<file path="src/rtl/nand_ecc1_pkg.sv">
package nand_ecc1_pkg;

    localparam int BYTE_W     = 8;
    localparam int BIT_IDX_W  = 3;
    localparam int LINE_W     = 9;
    localparam int POS_W      = LINE_W + BIT_IDX_W;
    localparam int CODE_W     = 2 * POS_W;
    localparam int CODE_BYTES = CODE_W / BYTE_W;
    localparam int RAW_W      = 32;
    localparam int RAW_HI_LSB = 16;

    typedef logic [POS_W-1:0]  pos_t;
    typedef logic [CODE_W-1:0] code_t;
    typedef logic [RAW_W-1:0]  raw_t;

    // odd_par: positions with the bit set; even_par: positions with it clear
    typedef struct packed {
        pos_t odd_par;
        pos_t even_par;
    } par_pair_t;

    typedef enum logic [1:0] {
        ECC_CLEAN    = 2'd0,
        ECC_FIXABLE  = 2'd1,
        ECC_CODE_HIT = 2'd2,
        ECC_FATAL    = 2'd3
    } ecc_status_e;

    typedef struct packed {
        ecc_status_e            status;
        logic [LINE_W-1:0]      byte_idx;
        logic [BIT_IDX_W-1:0]   bit_idx;
    } ecc_report_t;

    // Parity contribution of one byte placed at a given line
    function automatic par_pair_t byte_delta(input logic [LINE_W-1:0] line,
                                             input logic [BYTE_W-1:0] d);
        par_pair_t r;
        pos_t      p;
        r = '0;
        for (int b = 0; b < BYTE_W; b++) begin
            p = {line, BIT_IDX_W'(b)};
            if (d[b]) begin
                r.odd_par  = r.odd_par ^ p;
                r.even_par = r.even_par ^ ~p;
            end
        end
        return r;
    endfunction

    // Hardware-style raw word: even group low, odd group at bit 16
    function automatic raw_t to_raw(input par_pair_t pp);
        raw_t r;
        r = '0;
        r[POS_W-1:0]             = pp.even_par;
        r[RAW_HI_LSB +: POS_W]   = pp.odd_par;
        return r;
    endfunction

    // Pack both groups into the stored layout and invert
    function automatic code_t pack_code(input raw_t r);
        return ~{r[RAW_HI_LSB +: POS_W], r[POS_W-1:0]};
    endfunction

endpackage

</file>
<file path="src/rtl/ecc1_accum.sv">
module ecc1_accum
    import nand_ecc1_pkg::*;
#(
    parameter int CHUNK_BYTES = 512
)
(
    input  logic              clk,
    input  logic              rst,
    input  logic              start_i,
    input  logic              take_i,
    input  logic              byte_vld_i,
    input  logic [BYTE_W-1:0] byte_i,
    output raw_t              raw_o
);
    localparam int CNT_W = $clog2(CHUNK_BYTES + 1);
    localparam logic [CNT_W-1:0] CNT_LIMIT = CNT_W'(CHUNK_BYTES);

    logic             run_q;
    logic [CNT_W-1:0] cnt_q;
    par_pair_t        pair_q;
    par_pair_t        delta;
    logic             accept;

    assign accept = byte_vld_i && run_q && (cnt_q < CNT_LIMIT);
    assign delta  = byte_delta(LINE_W'(cnt_q), byte_i);

    always_ff @(posedge clk) begin
        if (rst) begin
            run_q  <= 1'b0;
            cnt_q  <= '0;
            pair_q <= '0;
        end else if (start_i) begin
            run_q  <= 1'b1;
            cnt_q  <= '0;
            pair_q <= '0;
        end else if (take_i) begin
            run_q  <= 1'b0;
            cnt_q  <= '0;
            pair_q <= '0;
        end else if (accept) begin
            pair_q <= pair_q ^ delta;
            cnt_q  <= cnt_q + 1'b1;
        end
    end

    assign raw_o = to_raw(pair_q);


    no_overflow_chk: assert property (@(posedge clk) disable iff (rst)
        cnt_q <= CNT_LIMIT);


    idle_empty_chk: assert property (@(posedge clk) disable iff (rst)
        !run_q |-> (raw_o == '0));


    start_clear_chk: assert property (@(posedge clk) disable iff (rst)
        start_i |=> (run_q && cnt_q == '0 && raw_o == '0));

endmodule

</file>
<file path="src/rtl/ecc1_code_ser.sv">
module ecc1_code_ser
    import nand_ecc1_pkg::*;
(
    input  logic              clk,
    input  logic              rst,
    input  logic              load_i,
    input  code_t             code_i,
    output logic              busy_o,
    output logic [BYTE_W-1:0] byte_o,
    output logic              vld_o
);
    localparam int CNT_W = $clog2(CODE_BYTES + 1);

    logic [CNT_W-1:0] left_q;
    code_t            sh_q;

    always_ff @(posedge clk) begin
        if (rst) begin
            left_q <= '0;
            sh_q   <= '0;
        end else if (left_q != '0) begin
            sh_q   <= sh_q >> BYTE_W;
            left_q <= left_q - 1'b1;
        end else if (load_i) begin
            sh_q   <= code_i;
            left_q <= CNT_W'(CODE_BYTES);
        end
    end

    assign busy_o = (left_q != '0);
    assign vld_o  = busy_o;
    assign byte_o = sh_q[BYTE_W-1:0];


    ser_load_chk: assert property (@(posedge clk) disable iff (rst)
        $rose(vld_o) |-> $past(load_i));

endmodule

</file>
<file path="src/rtl/ecc1_classify.sv">
module ecc1_classify
    import nand_ecc1_pkg::*;
#(
    parameter int CHUNK_BYTES = 512
)
(
    input  logic        clk,
    input  logic        rst,
    input  logic        chk_i,
    input  code_t       stored_i,
    input  code_t       calc_i,
    output logic        done_o,
    output ecc_report_t report_o
);
    localparam logic [LINE_W:0] IDX_LIMIT = (LINE_W + 1)'(CHUNK_BYTES);

    code_t             diff;
    pos_t              hi;
    pos_t              lo;
    logic [LINE_W-1:0] line_idx;
    ecc_report_t       rep_n;
    ecc_report_t       rep_q;
    logic              done_q;

    assign diff     = stored_i ^ calc_i;
    assign hi       = diff[CODE_W-1:POS_W];
    assign lo       = diff[POS_W-1:0];
    assign line_idx = hi[POS_W-1:BIT_IDX_W];

    always_comb begin
        rep_n        = '0;
        rep_n.status = ECC_CLEAN;
        if (diff == '0) begin
            rep_n.status = ECC_CLEAN;
        end else if ((hi ^ lo) == {POS_W{1'b1}}) begin
            if ({1'b0, line_idx} < IDX_LIMIT) begin
                rep_n.status   = ECC_FIXABLE;
                rep_n.byte_idx = line_idx;
                rep_n.bit_idx  = hi[BIT_IDX_W-1:0];
            end else begin
                rep_n.status = ECC_FATAL;
            end
        end else if ($onehot(diff)) begin
            rep_n.status = ECC_CODE_HIT;
        end else begin
            rep_n.status = ECC_FATAL;
        end
    end

    always_ff @(posedge clk) begin
        if (rst) begin
            done_q <= 1'b0;
            rep_q  <= '0;
        end else begin
            done_q <= chk_i;
            if (chk_i) begin
                rep_q <= rep_n;
            end
        end
    end

    assign done_o   = done_q;
    assign report_o = rep_q;


    done_src_chk: assert property (@(posedge clk) disable iff (rst)
        done_o |-> $past(chk_i));


    clean_match_chk: assert property (@(posedge clk) disable iff (rst)
        (done_o && report_o.status == ECC_CLEAN) |-> $past(stored_i == calc_i));


    idx_range_chk: assert property (@(posedge clk) disable iff (rst)
        (done_o && report_o.status == ECC_FIXABLE) |-> ({1'b0, report_o.byte_idx} < IDX_LIMIT));


    code_hit_chk: assert property (@(posedge clk) disable iff (rst)
        (done_o && report_o.status == ECC_CODE_HIT) |-> $past($countones(stored_i ^ calc_i) == 1));

endmodule

</file>
<file path="src/rtl/nand_ecc1_engine.sv">
module nand_ecc1_engine
    import nand_ecc1_pkg::*;
#(
    parameter int CHUNK_BYTES = 512,
    parameter int NUM_CS      = 4,
    localparam int CS_W       = (NUM_CS > 1) ? $clog2(NUM_CS) : 1
)
(
    input  logic                 clk,
    input  logic                 rst,
    input  logic [CS_W-1:0]      cs_i,
    input  logic                 start_i,
    input  logic                 byte_vld_i,
    input  logic [BYTE_W-1:0]    byte_i,
    input  logic                 take_i,
    input  logic                 chk_i,
    input  logic [CODE_W-1:0]    stored_code_i,
    output logic [CODE_W-1:0]    code_o,
    output logic [BYTE_W-1:0]    code_byte_o,
    output logic                 code_byte_vld_o,
    output logic                 done_o,
    output logic [1:0]           status_o,
    output logic [LINE_W-1:0]    err_byte_o,
    output logic [BIT_IDX_W-1:0] err_bit_o
);
    raw_t        raw_arr [NUM_CS];
    raw_t        sel_raw;
    logic        ser_busy;
    logic        take_ok;
    ecc_report_t report;

    assign take_ok = take_i && !ser_busy;

    for (genvar g = 0; g < NUM_CS; g++) begin : g_ctx
        logic hit;
        assign hit = (cs_i == CS_W'(g));
        ecc1_accum #(
            .CHUNK_BYTES (CHUNK_BYTES)
        ) i_accum (
            .clk        (clk),
            .rst        (rst),
            .start_i    (start_i && hit),
            .take_i     (take_ok && hit),
            .byte_vld_i (byte_vld_i && hit),
            .byte_i     (byte_i),
            .raw_o      (raw_arr[g])
        );
    end

    always_comb begin
        sel_raw = '0;
        for (int i = 0; i < NUM_CS; i++) begin
            if (cs_i == CS_W'(i)) begin
                sel_raw = raw_arr[i];
            end
        end
    end

    assign code_o = pack_code(sel_raw);

    ecc1_code_ser i_ser (
        .clk    (clk),
        .rst    (rst),
        .load_i (take_ok),
        .code_i (code_o),
        .busy_o (ser_busy),
        .byte_o (code_byte_o),
        .vld_o  (code_byte_vld_o)
    );

    ecc1_classify #(
        .CHUNK_BYTES (CHUNK_BYTES)
    ) i_cls (
        .clk      (clk),
        .rst      (rst),
        .chk_i    (chk_i),
        .stored_i (stored_code_i),
        .calc_i   (code_o),
        .done_o   (done_o),
        .report_o (report)
    );

    assign status_o   = report.status;
    assign err_byte_o = report.byte_idx;
    assign err_bit_o  = report.bit_idx;

endmodule

</file>
<file path="config.mk">
export PLATFORM = sky130hd
export DESIGN_NAME = nand_ecc1_engine
export DESIGN_NICKNAME = d
export VERILOG_FILES = /design/src/rtl/nand_ecc1_pkg.sv /design/src/rtl/ecc1_accum.sv /design/src/rtl/ecc1_code_ser.sv /design/src/rtl/ecc1_classify.sv /design/src/rtl/nand_ecc1_engine.sv
export SDC_FILE = /design/constraint.sdc
export NUM_CORES = 1
export LEC_CHECK = 0
export BUFFER_PORTS_ARGS = -buffer_cell sky130_fd_sc_hd__buf_4
export CORE_MARGIN = 5
export CORE_UTILIZATION = 60
export DETAILED_ROUTE_END_ITERATION = 8
export MAX_ROUTING_LAYER = met4
export PLACE_DENSITY_LB_ADDON = 0.3
export SYNTH_ARGS = -nofsm -noshare
export SYNTH_HDL_FRONTEND = slang
export SYNTH_SLANG_ARGS = --single-unit
</file>
<file path="constraint.sdc">
create_clock -name clk -period 13.92 [get_ports clk]
set_clock_uncertainty 0.2 [all_clocks]
set_input_delay 2.784 -clock clk [delete_from_list [all_inputs] [get_ports clk]]
set_output_delay 2.784 -clock clk [all_outputs]
set_load 0.005 [all_outputs]
</file>
## Word-level counts from Yosys, hierarchy flattened

Cells that the tools add are included.

- Add/subtract/negate cells: 28
- Magnitude comparators: 4
- Eq/ne operators: 5
- Mux-type cells: 53
- Bitwise operators: 95
- Reduce and logical (&&, ||, !) cells: 35

Operators by type and width:

| cell | count |
|---|---|
| $mux W24 | 32 |
| $xor A12 B12 Y12 | 57 |
| $not A12 Y12 | 32 |
| $xor A24 B24 Y24 | 5 |
| $mux W28 | 4 |
| $add A5 B5 Y5 | 11 |
| $add A10 B1 Y10 const B | 4 |
| $lt A10 B10 Y1 const B | 4 |
| $mux W16 | 2 |
| $add A1 B1 Y2 | 12 |
| $logic_not A24 Y1 | 1 |
| $mux W12 | 2 |
| $not A24 Y24 | 1 |
| $logic_and A1 B1 Y1 | 21 |
| $eq A12 B12 Y1 const B | 1 |
| $reduce_bool A2 Y1 | 6 |
| $reduce_or A3 Y1 | 4 |
| $mux W1 | 9 |
| $mux W2 | 4 |
| $eq A5 B1 Y1 const B | 1 |
| $eq A2 B2 Y1 const B | 2 |
| $eq A2 B1 Y1 const B | 1 |
| $logic_not A2 Y1 | 1 |
| $reduce_or A2 Y1 | 1 |
| 2 further kinds | 2 |

- Bits in registers: 181
- Bits of input ports: 40
- Output and inout bits: 48

## Depth between registers and ports, before layout

Gate-level depths: netlist of the first run.

- Depth in word-level cells: 17
- Mapped depth: 22
- Mapped depth without buffers: 19

## Hierarchy

From an unflattened synthesis of the first run, not the netlist that was laid out.

- Cell total of the unflattened synthesis: 1121
- Area total of the unflattened synthesis: 10334.9 sq um

By module, submodules not included:

| module | instances | cells each | area an instance (sq um) | sequential area each (sq um) |
|---|---|---|---|---|
| ecc1_accum | 4 | 193 | 1627.8 | 700.7 |
| ecc1_classify | 1 | 156 | 1637.8 | 300.3 |
| ecc1_code_ser | 1 | 122 | 1370.1 | 520.5 |
| nand_ecc1_engine | 1 | 71 | 815.8 | 0.0 |

## Least setup slack after synthesis of the first run

OpenSTA, ideal clock, no wires.

- Path type: input-to-reg
- Start: input cs_i[0]
- End: register i_cls.rep_q (netlist bit i_cls.report_o[12])
- Arrival time: 7.795 ns
- Setup slack: 5.797 ns
- Stages: 20
- Buffers on the path: 2
- Path through: clkbuf_1 -> clkbuf_1 -> mux4_2 -> xnor2_2 -> ha_1 -> inv_1 -> fa_1 -> fa_1 -> inv_1 -> fa_1 -> inv_1 -> fa_1 -> fa_1 -> inv_1 -> ha_1 -> fa_1 -> xnor2_1 -> a41oi_1 -> a21oi_1 -> o21bai_1

- Word-level cells in the longest chain between the ends: 16
- Elaborated cells on any way between the ends: 40
- Those cells by class: 23 x add/sub; 5 x eq/ne; 7 x mux; 3 x bitwise; 2 x reduce/logical

Ends and longest elaborated chain:

| element | line | text |
|---|---|---|
| start: declaration | nand_ecc1_engine.sv:11 | `input logic [CS_W-1:0] cs_i,` |
| $logic_not A2 Y1 | nand_ecc1_engine.sv:53 | `if (cs_i == CS_W'(i)) begin` |
| $mux W28 (3 in a row) | nand_ecc1_engine.sv:53 |  |
| $mux W28 (*) | nand_ecc1_engine.sv:53 |  |
| $not A24 Y24 (*) | nand_ecc1_pkg.sv:62 | `return ~{r[RAW_HI_LSB +: POS_W], r[POS_W-1:0]};` |
| $xor A24 B24 Y24 (*) | ecc1_classify.sv:25 | `assign diff = stored_i ^ calc_i;` |
| $add A1 B1 Y2 (not written as such) | ecc1_classify.sv:43 | `end else if ($onehot(diff)) begin` |
| $add A5 B5 Y5 (not written as such) (4 in a row) | ecc1_classify.sv:43 |  |
| $eq A5 B1 Y1 | ecc1_classify.sv:43 |  |
| $mux W1 | ecc1_classify.sv:43 |  |
| $mux W2 | ecc1_classify.sv:35 | `end else if ((hi ^ lo) == {POS_W{1'b1}}) begin` |
| $mux W2 (*) | ecc1_classify.sv:33 | `if (diff == '0) begin` |
| end signal: assignment | ecc1_classify.sv:57 | `rep_q <= rep_n;` |
| end: declaration | ecc1_classify.sv:22 | `ecc_report_t rep_q;` |

Every way passes the cells marked *; elsewhere a longest branch is shown, timed or not.
A chain may end at the register's enable or synchronous reset.

## Final worst setup path of the first run

- Start: input cs_i[1]
- End: register i_cls.rep_q (netlist bit i_cls.report_o[12])

Same word-level chain as after synthesis.

==> results.txt, run 1 <==
DRC Markers -> 0
Yosys reg bits -> 181
Vert. Die Dim -> 136 um
part of the cycle the worst path needs -> 0.576
Max Cap Viol -> 0
DP HPWL -> 19100 um
Clock Latency Late Sink -> 0.43 ns
Finished Layout Cells -> 1311
CP startpoint kind -> input port
Syn Nets -> 1127
Tmin final -> 8.01 ns
CP peak stage delay -> 0.64 ns
first-pass GRT wire length -> 40500 um
Final Instance Area -> 10800 um2
Int Pwr -> 0.928 mW
layout cells sized above 1 -> 0.168
sw frac -> 0.320
worst setup path class -> input port to flop
unique cell type count in the Yosys netlist -> 42
DR iter-0 viols -> 696
placed insts -> 1279
worst slew pin tran -> 1.07 ns
Final setup viols -> 0
core area -> 15700 um2
total die area -> 18500 um2
Fmax -> 125 MHz
Top Family by Delay on Critical Path -> adder cells
FF-to-FF setup slack -> 8.47 ns
TritonCTS buffer count -> 17
leakage power -> 4.18 nW
Net count, final -> 1176
vias post-DR -> 7595
CTS H-tree depth -> 4
Post-synth EDFFs -> 0
initial antenna violation count -> 0
# port buffers -> 87
clock root buffer -> clkbuf_16
Max IR drop VDD -> 96.0 uV
Hold Crit Depth -> 2
Clock transition at path regs -> 0.07 ns
crit path DAT -> 8.13 ns
# rows -> 46
Clock Tree Buf Depth -> 2
wirelength, routed -> 25800 um
Final Hold Viols -> 0
placed inst area -> 10200 um2
multi-input logic area -> 5330 um2
number of global-route vias before repair -> 7051
Avg WL per Cell -> 19.7 um
power per standard cell area -> 126 nW/um2
crit-path most repeated cell -> fa_1
FF/Latch Area -> 3620 um2
CTS tree -> done
Worst Hold Slack -> 0.280 ns
Synth Area per Inst -> 9.23 um2
GPL Wtd Cong -> 0.942
Clk pwr share -> 0.352
crit path max-delay cell type -> mux4_2
Reg2Reg Depth -> 18
antenna diode count -> 0
Synth Flop Type -> dfxtp_1
critical-path cell list -> buf_4 -> mux4_2 -> xnor2_2 -> ha_1 -> inv_1 -> fa_1 -> fa_1 -> inv_1 -> fa_1 -> inv_1 -> fa_1 -> fa_1 -> inv_1 -> ha_1 -> fa_1 -> xnor2_1 -> a41oi_1 -> a21oi_1 -> o21bai_1
Mapped Cells -> 1033
Crit. End Element -> flop
WP depth -> 19
CP bufs+invs -> 5
Starting Density -> 0.607
Worst Path Required -> 14.04 ns
Synth-to-Final Area Change -> 13.6%
pin count of the biggest net entering global routing -> 52
postcts setup bufs -> 0
Die Wd -> 136 um
Mapped Area -> 9540 um2
fillcell total -> 1255
sequential power share -> 0.401
Synth async-reset ratio -> 0
CTS resizes -> 0
Gate power share -> 0.247
net load switching power -> 0.436 mW
first-pass iteration count of the detailed router -> 7
Slew Limit Fails -> 0
DRT antenna net count -> 0
CTS Hold Bufs -> 0
outcome -> finished, final reports clean
Hold/Removal Path Class -> flop to flop
RSZ-0062 raised after global routing -> false
post-synthesis sequential area ratio -> 0.380
slew margin rel. -> 0.286
setup_tns -> 0 ns
Ys Warns -> 0
gr ovfl total -> 0
clk sink count -> 181
Via-to-Cell Ratio -> 5.79
Total GRT Usage -> 0.294
Crit Path Max Fanout -> 33
# IOs -> 88
-- per-stage QoR --
stage                     power, mW  utilization  setup slack (ns)
after CTS                      1.37        0.690              5.93
after detailed placement      0.894        0.652              5.47
after floorplan               0.807            -              5.80
after global routing           1.44        0.690              5.55
after global placement        0.889        0.652              5.50
final                          1.36        0.690              5.91
-- per-layer routing --
| metal | GRT usage | part of all wire |
|---|---|---|
| met1 | 0.394 | 0.43 |
| met2 | 0.461 | 0.47 |
| met3 | 0.0466 | 0.073 |
| met4 | 0.0924 | 0.026 |
| met5 | - | 0 |
-- worst min-delay path, cell delays in order (launching register included) --
cell and delay, ns:
dfxtp_1 0.31, o21ai_0 0.07, a21oi_1 0.06
-- layout make-up --
cell class | count | area share
Clock buffer | 18 | 0.0405
Clock inverter | 14 | 0.0139
Inverter | 84 | 0.0291
Multi-Input combinational cell | 703 | 0.491
Sequential cell | 181 | 0.334
Tap cell | 216 | 0.0249
Timing Repair Buffer | 95 | 0.0658
-- power by group through the flow --
stage / registers [mW] / logic (mW) / clock network (mW)
floorplan: 0.553 / 0.254 / 0
global placement: 0.559 / 0.330 / 0
detailed placement: 0.559 / 0.335 / 0
CTS: 0.547 / 0.338 / 0.482
global route: 0.549 / 0.388 / 0.504
finish: 0.547 / 0.337 / 0.480
-- kinds of logic (layout without fill, tap and decap cells) --
| logic type | count (synthesis) | after routing | synth area share |
|---|---|---|---|
| muxes | 24 | 24 | 0.0567 |
| adders and majority gates | 54 | 54 | 0.0858 |
| buffers and inverters | 149 | 211 | 0.0665 |
| AOI/OAI and AO/OA | 142 | 142 | 0.0883 |
| xor gates and xnor gates | 152 | 152 | 0.160 |
| DFF | 181 | 181 | 0.380 |
| and+or+nand+nor | 331 | 331 | 0.163 |
-- registers in the layout, summed over array words and instances, names as in the netlist --
name	count
g_ctx.i_accum.cnt_q	40
g_ctx.i_accum.raw_o	96
g_ctx.i_accum.run_q	4
i_cls.done_o	1
i_cls.report_o	14
i_ser.left_q	2
i_ser.sh_q	24
-- path summary, 6_finish.rpt --
check,to,from
worst max-delay path,i_cls.report_o[12],cs_i[1]
worst min-delay path,g_ctx[2].i_accum.run_q,g_ctx[2].i_accum.run_q
worst max register to register,i_cls.report_o[12],g_ctx[1].i_accum.raw_o[19]
worst min register to register,g_ctx[2].i_accum.run_q,g_ctx[2].i_accum.run_q
-- cell usage after synthesis, drive strengths merged (3+ instances only) --
cell / count / share of area
clkbuf: 48 / 0.019
nand2: 29 / 0.011
ha: 35 / 0.046
nand4: 17 / 0.012
and3: 4 / 0.0026
or3: 33 / 0.022
xnor2: 83 / 0.096
a22o: 12 / 0.011
inv: 84 / 0.033
fa: 19 / 0.040
nand3: 40 / 0.021
nor3: 41 / 0.022
xor2: 69 / 0.063
buf: 17 / 0.015
dfxtp: 181 / 0.38
o21ai: 36 / 0.019
nand2b: 3 / 0.0020
and4: 3 / 0.0028
a211oi: 26 / 0.020
o31ai: 3 / 0.0024
nor2: 153 / 0.060
a21oi: 60 / 0.031
mux4: 24 / 0.057
-- placed cells by master, fill, tap and decap left out, drive strengths merged, types with 2 or more instances in the layout --
master	Yosys	layout
inv	84	87
or3	33	33
a22o	12	12
nand4	17	17
mux4	24	24
nor2	153	153
nor3	41	41
o21ai	36	36
nand2	29	29
xnor2	83	83
and4	3	3
o31ai	3	3
nand3b	2	2
and2	2	2
clkbuf	48	18
a21oi	60	60
and3	4	4
buf	17	95
nand3	40	40
dfxtp	181	181
xor2	69	69
clkinvlp	0	3
a211oi	26	26
clkinv	0	7
nand2b	3	3
fa	19	19
ha	35	35
Note: power is estimated with default switching activity, not from simulation.
==> run 2, diff against run 1 <==
Clock period 13.92 ns to 7.6 ns, I/O delays scaled along.
==> run 2 against run 1 <==
- routed wire length is essentially flat
- combinational power rose by 84%
- core utilization is 0.088 points higher
- setup slack lost 5.1 ns
- first-iteration DRC count is 8.8% lower
- register-to-register slack worse by 6.3 ns
- via count barely moved
- final cell count about the same
- sequential cell count did not move
- non-clock buffer count unchanged
- sequential share of layout area about the same
- die area unchanged
- critical endpoint unchanged
- highest routed layer unchanged
==> results.txt, run 2 (synthesized netlist as in run 1, its figures left out) <==
outcome -> finished, final reports clean
Clock transition at path regs -> 0.07 ns
pre-CTS setup slack -> 0.368 ns
CTS resizes -> 0
postcts setup bufs -> 0
Die Wd -> 136 um
Final setup viols -> 0
Avg WL per Cell -> 19.7 um
antenna diode count -> 0
total die area -> 18500 um2
# port buffers -> 87
crit-path most repeated cell -> fa_1
gr ovfl total -> 0
Synth-to-Final Area Change -> 13.8%
CTS H-tree depth -> 4
crit path max-delay cell type -> mux4_2
core area -> 15700 um2
layout cells sized above 1 -> 0.167
slew margin rel. -> 0.304
wirelength, routed -> 25800 um
CP startpoint kind -> input port
critical-path cell list -> buf_4 -> mux4_2 -> xnor2_2 -> ha_1 -> inv_1 -> fa_1 -> fa_1 -> inv_1 -> fa_1 -> inv_1 -> fa_1 -> fa_1 -> inv_1 -> ha_1 -> fa_1 -> xnor2_1 -> a41oi_1 -> a21oi_1 -> o21bai_1
Starting Density -> 0.607
GPL Wtd Cong -> 0.932
worst setup path class -> input port to flop
TritonCTS buffer count -> 17
CTS tree -> done
most common cell after layout, fill and taps aside -> dfxtp_1
DR iter-0 viols -> 635
Hold/Removal Path Class -> flop to flop
part of the cycle the worst path needs -> 0.890
Clock Latency Late Sink -> 0.44 ns
Clock Tree Buf Depth -> 2
Top Family by Delay on Critical Path -> adder cells
Fmax -> 148 MHz
Total GRT Usage -> 0.297
Vert. Die Dim -> 136 um
DRT antenna net count -> 0
Crit. End Element -> flop
pin count of the biggest net entering global routing -> 52
CP bufs+invs -> 5
RSZ-0062 raised after global routing -> false
first-pass GRT wire length -> 40900 um
Tmin final -> 6.76 ns
clk sink count -> 181
CTS Hold Bufs -> 0
power per standard cell area -> 234 nW/um2
DRC Markers -> 0
leakage power -> 4.19 nW
Worst Path Required -> 7.71 ns
Via-to-Cell Ratio -> 5.79
number of global-route vias before repair -> 7358
DP HPWL -> 19300 um
initial antenna violation count -> 0
vias post-DR -> 7590
# rows -> 46
crit path DAT -> 6.88 ns
setup_tns -> 0 ns
min setup slack post-route -> 0.840 ns
Net count, final -> 1176
clock root buffer -> clkbuf_16
Final Hold Viols -> 0
first-pass iteration count of the detailed router -> 5
CP peak stage delay -> 0.65 ns
Max Cap Viol -> 0
Max IR drop VDD -> 176 uV
utilization after layout -> 0.691
# IOs -> 88
worst slew pin tran -> 1.04 ns
max reg flops -> 96
most frequent cells in the layout -> dfxtp_1 (181), nor2_1 (153), buf_4 (95)
Worst Hold Slack -> 0.287 ns
Crit Path Max Fanout -> 33
Slew Limit Fails -> 0
==> run 2: changes by cell type in the layout (fill, tap and decap cells not counted), sizes merged <==
cell / before / now
clkinv: 7 / 4
clkbuf: 18 / 17
inv: 87 / 88
bufinv: 1 / 3
==> run 2: path summary, 6_finish.rpt <==
path,from,endpoint,slack (ns),depth (start not counted)
setup / recovery,cs_i[1],i_cls.report_o[12],0.84,19
hold / removal,g_ctx[1].i_accum.run_q,g_ctx[1].i_accum.run_q,0.29,2
setup reg to reg,g_ctx[0].i_accum.raw_o[22],i_cls.report_o[12],2.13,18
hold reg to reg,g_ctx[1].i_accum.run_q,g_ctx[1].i_accum.run_q,0.29,2
==> run 2: final cells by class <==
class / instances / area, um2
fillers: 1234 / 4860
repair buffers: 95 / 713
clock buffers: 17 / 425
clock inverters: 14 / 178
multi-input cells: 703 / 5330
well taps: 216 / 270
inverters: 84 / 315
flip-flops and latches: 181 / 3620
==> run 2: worst register-to-register path: cells and delay by family (launching register included) <==
family                     cells  cell delay, ns
buffers and inverters          4            0.27
DFF                            1            0.36
xor gates and xnor gates       2            0.44
adders and majority gates      8            3.22
muxes                          1            0.53
AOI/OAI and AO/OA              3            0.33
==> run 2: metal layers <==
metal  vias to the layer above  wire (um)  GRT usage
li1                       3561          -          -
met1                      3660      10900      0.393
met2                       328      12200      0.466
met3                        41       2120     0.0603
met4                         0        567     0.0862
met5                         -          0          -
==> run 2: where the power goes <==
part           switching, mW  total (mW)  internal [mW]
clock network          0.394       0.915          0.520
registers             0.0237        1.00          0.979
logic                  0.370       0.621          0.252
==> run 2: per-stage QoR <==
stage               area, um2  instances  power (mW)
CTS                     10900       1310        2.55
finish                  10900       1310        2.54
global placement        10200       1279        1.63
floorplan                9540       1033        1.48
global route            10900       1310        2.68
detailed placement      10200       1279        1.65
==> run 3, diff against run 2 <==
Clock period 7.6 ns to 6.6 ns, I/O delays scaled along.
==> run 3 against run 2 <==
- die area unchanged
- critical endpoint unchanged
- critical path depth rose by 1
- count of clock-buffer cells in the layout unchanged
- sequential share of layout area decreased by 0.97 points
- via count rose by 1.2%
- register-to-register slack lost 0.95 ns
- final area rose by 3.0%
==> results.txt, run 3 (synthesized netlist as in run 1, its figures left out) <==
max reg flops -> 96
CP peak stage delay -> 0.54 ns
Hold/Removal Path Class -> flop to flop
CTS resizes -> 0
Max IR drop VDD -> 197 uV
clock root buffer -> clkbuf_16
Crit. End Element -> flop
TritonCTS buffer count -> 17
DR iter-0 viols -> 690
core area -> 15700 um2
DRT antenna net count -> 0
Clock Tree Buf Depth -> 2
CTS Hold Bufs -> 0
Gate power share -> 0.256
outcome -> finished, final reports clean
Clock Latency Late Sink -> 0.45 ns
Fmax -> 158 MHz
Tmin final -> 6.31 ns
sequential power share -> 0.397
Final setup viols -> 0
Total GRT Usage -> 0.290
Worst Hold Slack -> 0.281 ns
Vert. Die Dim -> 136 um
vias post-DR -> 7678
# port buffers -> 87
clk sink count -> 181
sw frac -> 0.326
# rows -> 46
most common cell after layout, fill and taps aside -> dfxtp_1
Clk pwr share -> 0.347
DRC Markers -> 0
worst setup path class -> input port to flop
number of global-route vias before repair -> 7313
power per standard cell area -> 258 nW/um2
most frequent cells in the layout -> dfxtp_1 (181), nor2_1 (153), buf_4 (140)
Net count, final -> 1222
first-pass iteration count of the detailed router -> 5
crit path max-delay cell type -> mux4_2
Int Pwr -> 1.95 mW
first-pass GRT wire length -> 40100 um
Final Instance Area -> 11200 um2
part of the cycle the worst path needs -> 0.957
FF-to-FF setup slack -> 1.18 ns
Crit Path Max Fanout -> 17
# IOs -> 88
placed inst area -> 10600 um2
antenna diode count -> 0
GPL Wtd Cong -> 0.983
initial antenna violation count -> 0
Max Cap Viol -> 0
crit path DAT -> 6.44 ns
DP HPWL -> 19200 um
gr ovfl total -> 0
net load switching power -> 0.943 mW
CTS H-tree depth -> 4
Avg WL per Cell -> 18.6 um
leakage power -> 4.42 nW
worst slew pin tran -> 1.01 ns
Worst Path Required -> 6.73 ns
setup_tns -> 0 ns
RSZ-0062 raised after global routing -> false
postcts setup bufs -> 0
CTS tree -> done
slew margin rel. -> 0.322
crit-path most repeated cell -> fa_1
Final Hold Viols -> 0
critical-path cell list -> buf_4 -> buf_4 -> mux4_2 -> xnor2_2 -> ha_1 -> inv_1 -> fa_1 -> fa_1 -> inv_1 -> fa_1 -> inv_1 -> fa_1 -> fa_1 -> inv_1 -> ha_1 -> fa_1 -> xnor2_1 -> a41oi_1 -> a21oi_1 -> o21bai_1
Starting Density -> 0.607
min setup slack post-route -> 0.286 ns
total die area -> 18500 um2
Slew Limit Fails -> 0
pre-CTS setup slack -> -0.154 ns
pin count of the biggest net entering global routing -> 52
layout cells sized above 1 -> 0.202
utilization after layout -> 0.711
CP startpoint kind -> input port
Clock transition at path regs -> 0.07 ns
Die Wd -> 136 um
wirelength, routed -> 25300 um
Via-to-Cell Ratio -> 5.66
Synth-to-Final Area Change -> 17.2%
run 3: worst max-delay path: cells and delay by family:
kind	cells	cell delay [ns]
adder cells (fa/ha/maj)	8	3.19
buffers and inverters	6	0.69
multiplexers	1	0.54
AO/OA/AOI/OAI	3	0.35
XOR/XNOR	2	0.34
run 3: path summary, 6_finish.rpt:
check                             start            endpoint  depth (start not counted)
min                  i_cls.report_o[11]  i_cls.report_o[11]                          1
min reg2reg          i_cls.report_o[11]  i_cls.report_o[11]                          1
max                             cs_i[1]  i_cls.report_o[12]                         20
max reg2reg  g_ctx[3].i_accum.raw_o[25]  i_cls.report_o[12]                         18
run 3: per-layer routing:
| metal | GRT usage | up-vias | part of all wire |
|---|---|---|---|
| met2 | 0.463 | 342 | 0.48 |
| li1 | - | 3649 | - |
| met5 | - | - | 0 |
| met1 | 0.372 | 3645 | 0.41 |
| met4 | 0.108 | 0 | 0.032 |
| met3 | 0.0503 | 42 | 0.082 |
run 3: power groups by stage:
stage	clock network [mW]	registers, mW	logic (mW)
floorplan	0	1.17	0.536
global placement	0	1.17	0.705
detailed placement	0	1.17	0.729
CTS	1.01	1.15	0.737
global route	1.07	1.15	0.832
finish	1.00	1.15	0.739
run 3: cell type report:
class | instances | area, um2
multi-input combinational | 703 | 5320
fill | 1133 | 4540
sequential | 181 | 3620
timing repair buffer | 141 | 1070
clock buffer | 17 | 425
inverter | 84 | 315
tap | 216 | 270
clock inverter | 15 | 153
run 3: metrics by stage:
step | instances | power (mW)
after detailed placement | 1325 | 1.90
after CTS | 1357 | 2.90
final | 1357 | 2.89
after global routing | 1357 | 3.05
after floorplan | 1033 | 1.70
after global placement | 1325 | 1.87
